==> src/rtl/dsss_pkg.sv <==
package dsss_pkg;

  localparam int PN_W = 15;

  // One step of the maximal-length shift register; bit 0 is the chip.
  function automatic logic [PN_W-1:0] pn_advance(input logic [PN_W-1:0] s);
    return {s[0] ^ s[1], s[PN_W-1:1]};
  endfunction

endpackage

==> src/rtl/data_clk_gen.sv <==
module data_clk_gen #(
  parameter int CHIP_DIV      = 4,
  parameter int CHIPS_PER_BIT = 64
) (
  input  logic                            clk,
  input  logic                            rst,
  output logic [$clog2(CHIP_DIV)-1:0]     ph_next,
  output logic                            chip_start_n,
  output logic                            bit_start_n,
  output logic                            chip_en,
  output logic                            codec_en,
  output logic                            scr_en
);
  localparam int PW = $clog2(CHIP_DIV);
  localparam int CW = (CHIPS_PER_BIT > 1) ? $clog2(CHIPS_PER_BIT) : 1;
  localparam logic [PW-1:0] PH_LAST = PW'(CHIP_DIV - 1);
  localparam logic [CW-1:0] CI_LAST = CW'(CHIPS_PER_BIT - 1);

  logic [PW-1:0] ph;
  logic [CW-1:0] ci, ci_next;

  always_comb begin
    ph_next = (ph == PH_LAST) ? '0 : ph + 1'b1;
    ci_next = ci;
    if (ph == PH_LAST)
      ci_next = (ci == CI_LAST) ? '0 : ci + 1'b1;
  end

  assign chip_start_n = (ph_next == '0);
  assign bit_start_n  = chip_start_n && (ci_next == '0);

  // Reset parks the counters one cycle before state zero.
  always_ff @(posedge clk) begin
    if (rst) begin
      ph       <= PH_LAST;
      ci       <= CI_LAST;
      chip_en  <= 1'b0;
      codec_en <= 1'b0;
      scr_en   <= 1'b1;
    end else begin
      ph       <= ph_next;
      ci       <= ci_next;
      chip_en  <= chip_start_n;
      codec_en <= bit_start_n;
      scr_en   <= (ph_next == PH_LAST) && (ci_next == CI_LAST);
    end
  end
endmodule

==> src/rtl/mod_clk_gen.sv <==
module mod_clk_gen #(
  parameter int CHIP_DIV = 4
) (
  input  logic                        clk,
  input  logic                        rst,
  input  logic [$clog2(CHIP_DIV)-1:0] ph_next,
  output logic                        lo_next,
  output logic                        mod_clk_lo,
  output logic                        mod_clk_hi
);
  localparam int HALF = CHIP_DIV / 2;
  localparam int QTR  = CHIP_DIV / 4;

  logic hi_next;

  always_comb begin
    lo_next = (int'(ph_next) < HALF);
    hi_next = ((int'(ph_next) % HALF) < QTR);
  end

  always_ff @(posedge clk) begin
    if (rst) begin
      mod_clk_lo <= 1'b0;
      mod_clk_hi <= 1'b0;
    end else begin
      mod_clk_lo <= lo_next;
      mod_clk_hi <= hi_next;
    end
  end
endmodule

==> src/rtl/pn_gen.sv <==
module pn_gen
  import dsss_pkg::*;
#(
  parameter logic [PN_W-1:0] PN_SEED = '1
) (
  input  logic clk,
  input  logic rst,
  input  logic chip_start_n,
  output logic pn_next
);
  logic [PN_W-1:0] lfsr, lfsr_next;
  logic            started;

  // The first chip after reset uses the seed; later chips step.
  always_comb begin
    lfsr_next = lfsr;
    if (chip_start_n && started)
      lfsr_next = pn_advance(lfsr);
  end

  assign pn_next = lfsr_next[0];

  always_ff @(posedge clk) begin
    if (rst) begin
      lfsr    <= PN_SEED;
      started <= 1'b0;
    end else begin
      lfsr <= lfsr_next;
      if (chip_start_n)
        started <= 1'b1;
    end
  end
endmodule

==> src/rtl/dsss_tx_spreader.sv <==
module dsss_tx_spreader
  import dsss_pkg::*;
#(
  parameter int               CHIP_DIV      = 4,
  parameter int               CHIPS_PER_BIT = 64,
  parameter logic [PN_W-1:0]  PN_SEED       = '1
) (
  input  logic clk,
  input  logic rst,
  input  logic data_in,
  output logic chip_en,
  output logic codec_en,
  output logic scr_en,
  output logic mod_clk_lo,
  output logic mod_clk_hi,
  output logic pn_chip,
  output logic spread_chip,
  output logic pn_bpsk,
  output logic spread_bpsk
);
  localparam int PW = $clog2(CHIP_DIV);

  generate
    if ((CHIP_DIV < 4) || (CHIP_DIV % 4 != 0)) begin : g_bad_div
      $error("CHIP_DIV must be a multiple of 4");
    end
    if (CHIPS_PER_BIT < 2) begin : g_bad_n
      $error("CHIPS_PER_BIT must be at least 2");
    end
  endgenerate

  logic [PW-1:0] ph_next;
  logic          chip_start_n, bit_start_n;
  logic          lo_next, pn_next;
  logic          data_q, bit_next;

  data_clk_gen #(.CHIP_DIV(CHIP_DIV), .CHIPS_PER_BIT(CHIPS_PER_BIT)) u_dclk (
    .clk(clk), .rst(rst), .ph_next(ph_next),
    .chip_start_n(chip_start_n), .bit_start_n(bit_start_n),
    .chip_en(chip_en), .codec_en(codec_en), .scr_en(scr_en)
  );

  mod_clk_gen #(.CHIP_DIV(CHIP_DIV)) u_mclk (
    .clk(clk), .rst(rst), .ph_next(ph_next), .lo_next(lo_next),
    .mod_clk_lo(mod_clk_lo), .mod_clk_hi(mod_clk_hi)
  );

  pn_gen #(.PN_SEED(PN_SEED)) u_pn (
    .clk(clk), .rst(rst), .chip_start_n(chip_start_n), .pn_next(pn_next)
  );

  assign bit_next = bit_start_n ? data_in : data_q;

  always_ff @(posedge clk) begin
    if (rst) begin
      data_q      <= 1'b0;
      pn_chip     <= 1'b0;
      spread_chip <= 1'b0;
      pn_bpsk     <= 1'b0;
      spread_bpsk <= 1'b0;
    end else begin
      data_q      <= bit_next;
      pn_chip     <= pn_next;
      spread_chip <= pn_next ^ bit_next;
      pn_bpsk     <= pn_next ^ lo_next;
      spread_bpsk <= pn_next ^ bit_next ^ lo_next;
    end
  end
endmodule

==> config.mk <==
export PLATFORM = sky130hd
export DESIGN_NAME = dsss_tx_spreader
export DESIGN_NICKNAME = d
export VERILOG_FILES = /design/src/rtl/dsss_pkg.sv /design/src/rtl/data_clk_gen.sv /design/src/rtl/mod_clk_gen.sv /design/src/rtl/pn_gen.sv /design/src/rtl/dsss_tx_spreader.sv
export SDC_FILE = /design/constraint.sdc
export NUM_CORES = 1
export LEC_CHECK = 0
export BUFFER_PORTS_ARGS = -buffer_cell sky130_fd_sc_hd__buf_2
export CAP_MARGIN = 0
export CORE_ASPECT_RATIO = 1.1
export CORE_MARGIN = 3
export CORE_UTILIZATION = 50
export CTS_CLUSTER_SIZE = 8
export DETAILED_ROUTE_END_ITERATION = 8
export GPL_ROUTABILITY_DRIVEN = 0
export PLACE_DENSITY = 0.68
export SLEW_MARGIN = 0
export SYNTH_ARGS = -nofsm -noshare
export SYNTH_HDL_FRONTEND = slang
export SYNTH_HIERARCHICAL = 1
export SYNTH_SLANG_ARGS = --single-unit
export TNS_END_PERCENT = 10
==> constraint.sdc <==
create_clock -name clk -period 3.6 [get_ports clk]
set_clock_uncertainty 0.15 [all_clocks]
set_input_delay 0.36 -clock clk [delete_from_list [all_inputs] [get_ports clk]]
set_output_delay 0.36 -clock clk [all_outputs]
set_load 0.03 [all_outputs]
==> results.yml <==
floorplanning:
  die_w_um: 57.7
  die-area_mm2: 0.00363
  core_mm2: 0.00280
  start_util_pct: 52.5
  ios: 12
  die_h_um: 62.9
  rows: 20
clock_tree:
  clock_latency_ps: 330
  cts.sinks: 34
  path_clk_slew_ps: 100
  root_buffer: "clkbuf_4"
  htreeDepth: 2
  cts_tree: "built"
  cts_resized: 0
  postCtsSetupBuffers: 0
  numCtsBuffers: 5
  ctsHoldBuffers: 0
  cts_buffer_depth: 2
timing:
  period_minus_slack_ps: 2730
  relSlewSlack_pct: 61.2
  tns_ps: 0
  finalMaxSlewViolations: 0
  tightest_slew_ps: 582
  fin_crit_sh_pct: 75.8
  fmax_mhz: 366
  rsz0062_at_grt: "no"
  worst_slack_ps: 871
  setup_violations: 0
  hold_violations: 0
synth:
  synth_cells: 149
  syn_nets: 156
  ys_seq_elements: 34
  syn-cell-area_mm2: 0.00147
  yosysTopAreaCell: "dfxtp_1"
  ys_async_sr_fraction_pct: 0
  synth.top_cell.area_share_pct: 46.2
  yosysUniqueCellTypes: 42
  yosysWarnings: 6
  synth_edf_count: 0
  avgSynthCellArea_um2: 9.88
  ys_dominant_reg_cell: "dfxtp_1"
  synth.area.top_cells: "dfxtp_1 (46%), a211o_1 (8.9%), and3_1 (7.2%), ha_1 (3.4%), nor2_1 (2.8%)"
  seq_area_frac_synth_pct: 46.2
global_routing:
  grt_pass1_vias: 1093
  grt_max_degree: 32
  grt_pass1_wl_um: 4750
  grt.overflow.total: 0
  antenna_found_initial: 0
  grt_usage_pct: 16.7
setup_path:
  path_cells: "ha_1, or4b_1, nand3_1, o2111ai_1, nor3_2, mux2i_2, xor2_1, nor2_1"
  cp-endpoint: "spread_chip"
  slowest_delay_ps: 550
  end_kind: "flip-flop"
  path_max_fanout: 21
  crit_family: "simple AND/OR/NAND/NOR gates"
  regToRegSetupSlack_ps: 870
  r2r_start: "u_dclk/ph[0]"
  startpoint: "u_dclk/ph[0]"
  crit_buf_inv: 0
  slowest_stage: "ha_1"
  required_ps: 3660
  r2r_end: "spread_chip"
  crit_cells: 8
  crit_type: "reg2reg"
  worstPathArrival_ps: 2790
  cp-start-kind: "flip-flop"
  ff2ff_path_depth: 8
detailed_routing:
  routedWlPerCell_um: 13.7
  drtPass1Iterations: 4
  vias_per_cell: 5.99
  drcViolationCount: 0
  antenna_left: 0
  initialDrtViolationCount: 61
  dr_total_vias: 1139
  wl_um: 2590
power:
  powerDensity_mw_per_mm2: 606
  p_leak_nw: 0.687
  irDropWorstVdd_mv: 0.356
finish:
  design_area_mm2: 0.00156
  layout.nets: 163
  mostFrequentLayoutCells: "dfxtp_1 (34), and3_1 (17), a211o_1 (15), nor2_1 (11), buf_2 (11)"
  fillers: 257
  drive_above_1_share_pct: 14.6
  final_common_cell: "dfxtp_1"
  areaGrowthSynthToFinish_pct: 5.95
  finalNonFillerCells: 190
  n_antenna_cell: 0
  fin_util_pct: 55.7
place:
  placed_cell_area_mm2: 0.00150
  dp_worst_setup_slack_ps: 856
  dpl.hpwl_um: 1740
  dpl.cell_count: 182
  io_buffers: 11
outcome:
  status: "finished clean"
min_path:
  hold_path_class: "in2reg"
job:
  max_cap_violations: 0
-- through the flow --
stage          power (mW)  hold slack (ps)
3_5_place_dp        0.736              292
6_report            0.945              168
2_1_floorplan       0.695              277
4_1_cts             0.959              147
3_3_place_gp        0.725              287
5_1_grt              1.01              150
-- worst min-delay path: stages --
cell and delay, ps:
buf_2 90, mux2i_2 80, nor2_1 80
-- logic make-up (layout without fill, tap and decap cells) --
family | count (synthesis) | in the layout | synth area share [%]
compound gates | 32 | 32 | 16.9
xor+xnor | 6 | 6 | 3.57
fa+ha+maj | 4 | 4 | 3.40
buf+inv | 16 | 24 | 6.20
flops | 34 | 34 | 46.2
mux | 2 | 2 | 1.61
simple gates | 55 | 55 | 22.1
-- final cells by class --
class                      instances  area (µm²)  area share [%]
clock buffer                       6        51.3            3.29
clock inverter                     2        12.5           0.802
inverter                           5        18.8            1.20
multi-input combinational         99         701            44.9
sequential                        34         681            43.6
tap                               33        41.3            2.65
timing repair buffer              11        55.1            3.53
-- registers in the layout, indices dropped and copies added, names as in the netlist --
signal,cells
u_mclk/mod_clk_lo,1
pn_chip,1
spread_chip,1
u_pn/started,1
spread_bpsk,1
u_dclk/scr_en,1
u_dclk/chip_en,1
u_dclk/codec_en,1
u_mclk/mod_clk_hi,1
pn_bpsk,1
u_dclk/ph,2
data_q,1
u_dclk/ci,6
u_pn/lfsr,15
-- cell usage after synthesis (2+ instances only) --
cell and number:
xor2_1 4, nor2_1 11, nor2b_1 2, a211o_1 15
nand4b_1 3, dfxtp_1 34, buf_6 3, or3_1 2
nor3_1 2, and3_1 17, inv_1 5, ha_1 4
xnor2_1 2, a21oi_1 3, o21ai_0 2, buf_2 7
nand3_1 3, nand2_1 5, nand3b_1 2
-- routing by layer --
layer	wire length (µm)	share of wire [%]	track usage [%]	vias to the layer above
li1	-	-	-	551
met1	1100	43	19.1	549
met4	72	2.8	6.96	0
met5	0	0	0	-
met2	1300	50	28.0	30
met3	118	4.5	5.58	9
-- power by group --
part	switching (mW)	internal, mW	total, mW
clock	0.122	0.0938	0.216
sequential	0.0492	0.428	0.478
combinational	0.145	0.107	0.252
total	0.316	0.629	0.945
-- worst min path at each step --
stage	endpoint	cells past startpoint	startpoint
2_1_floorplan	u_mclk/mod_clk_lo	1	rst
3_3_place_gp	u_pn/lfsr[11]	1	u_pn/lfsr[11]
3_5_place_dp	u_pn/lfsr[3]	1	u_pn/lfsr[3]
4_1_cts	data_q	3	data_in
5_1_grt	data_q	3	data_in
6_report	data_q	3	data_in
Note: power is estimated with default switching activity, not from simulation.
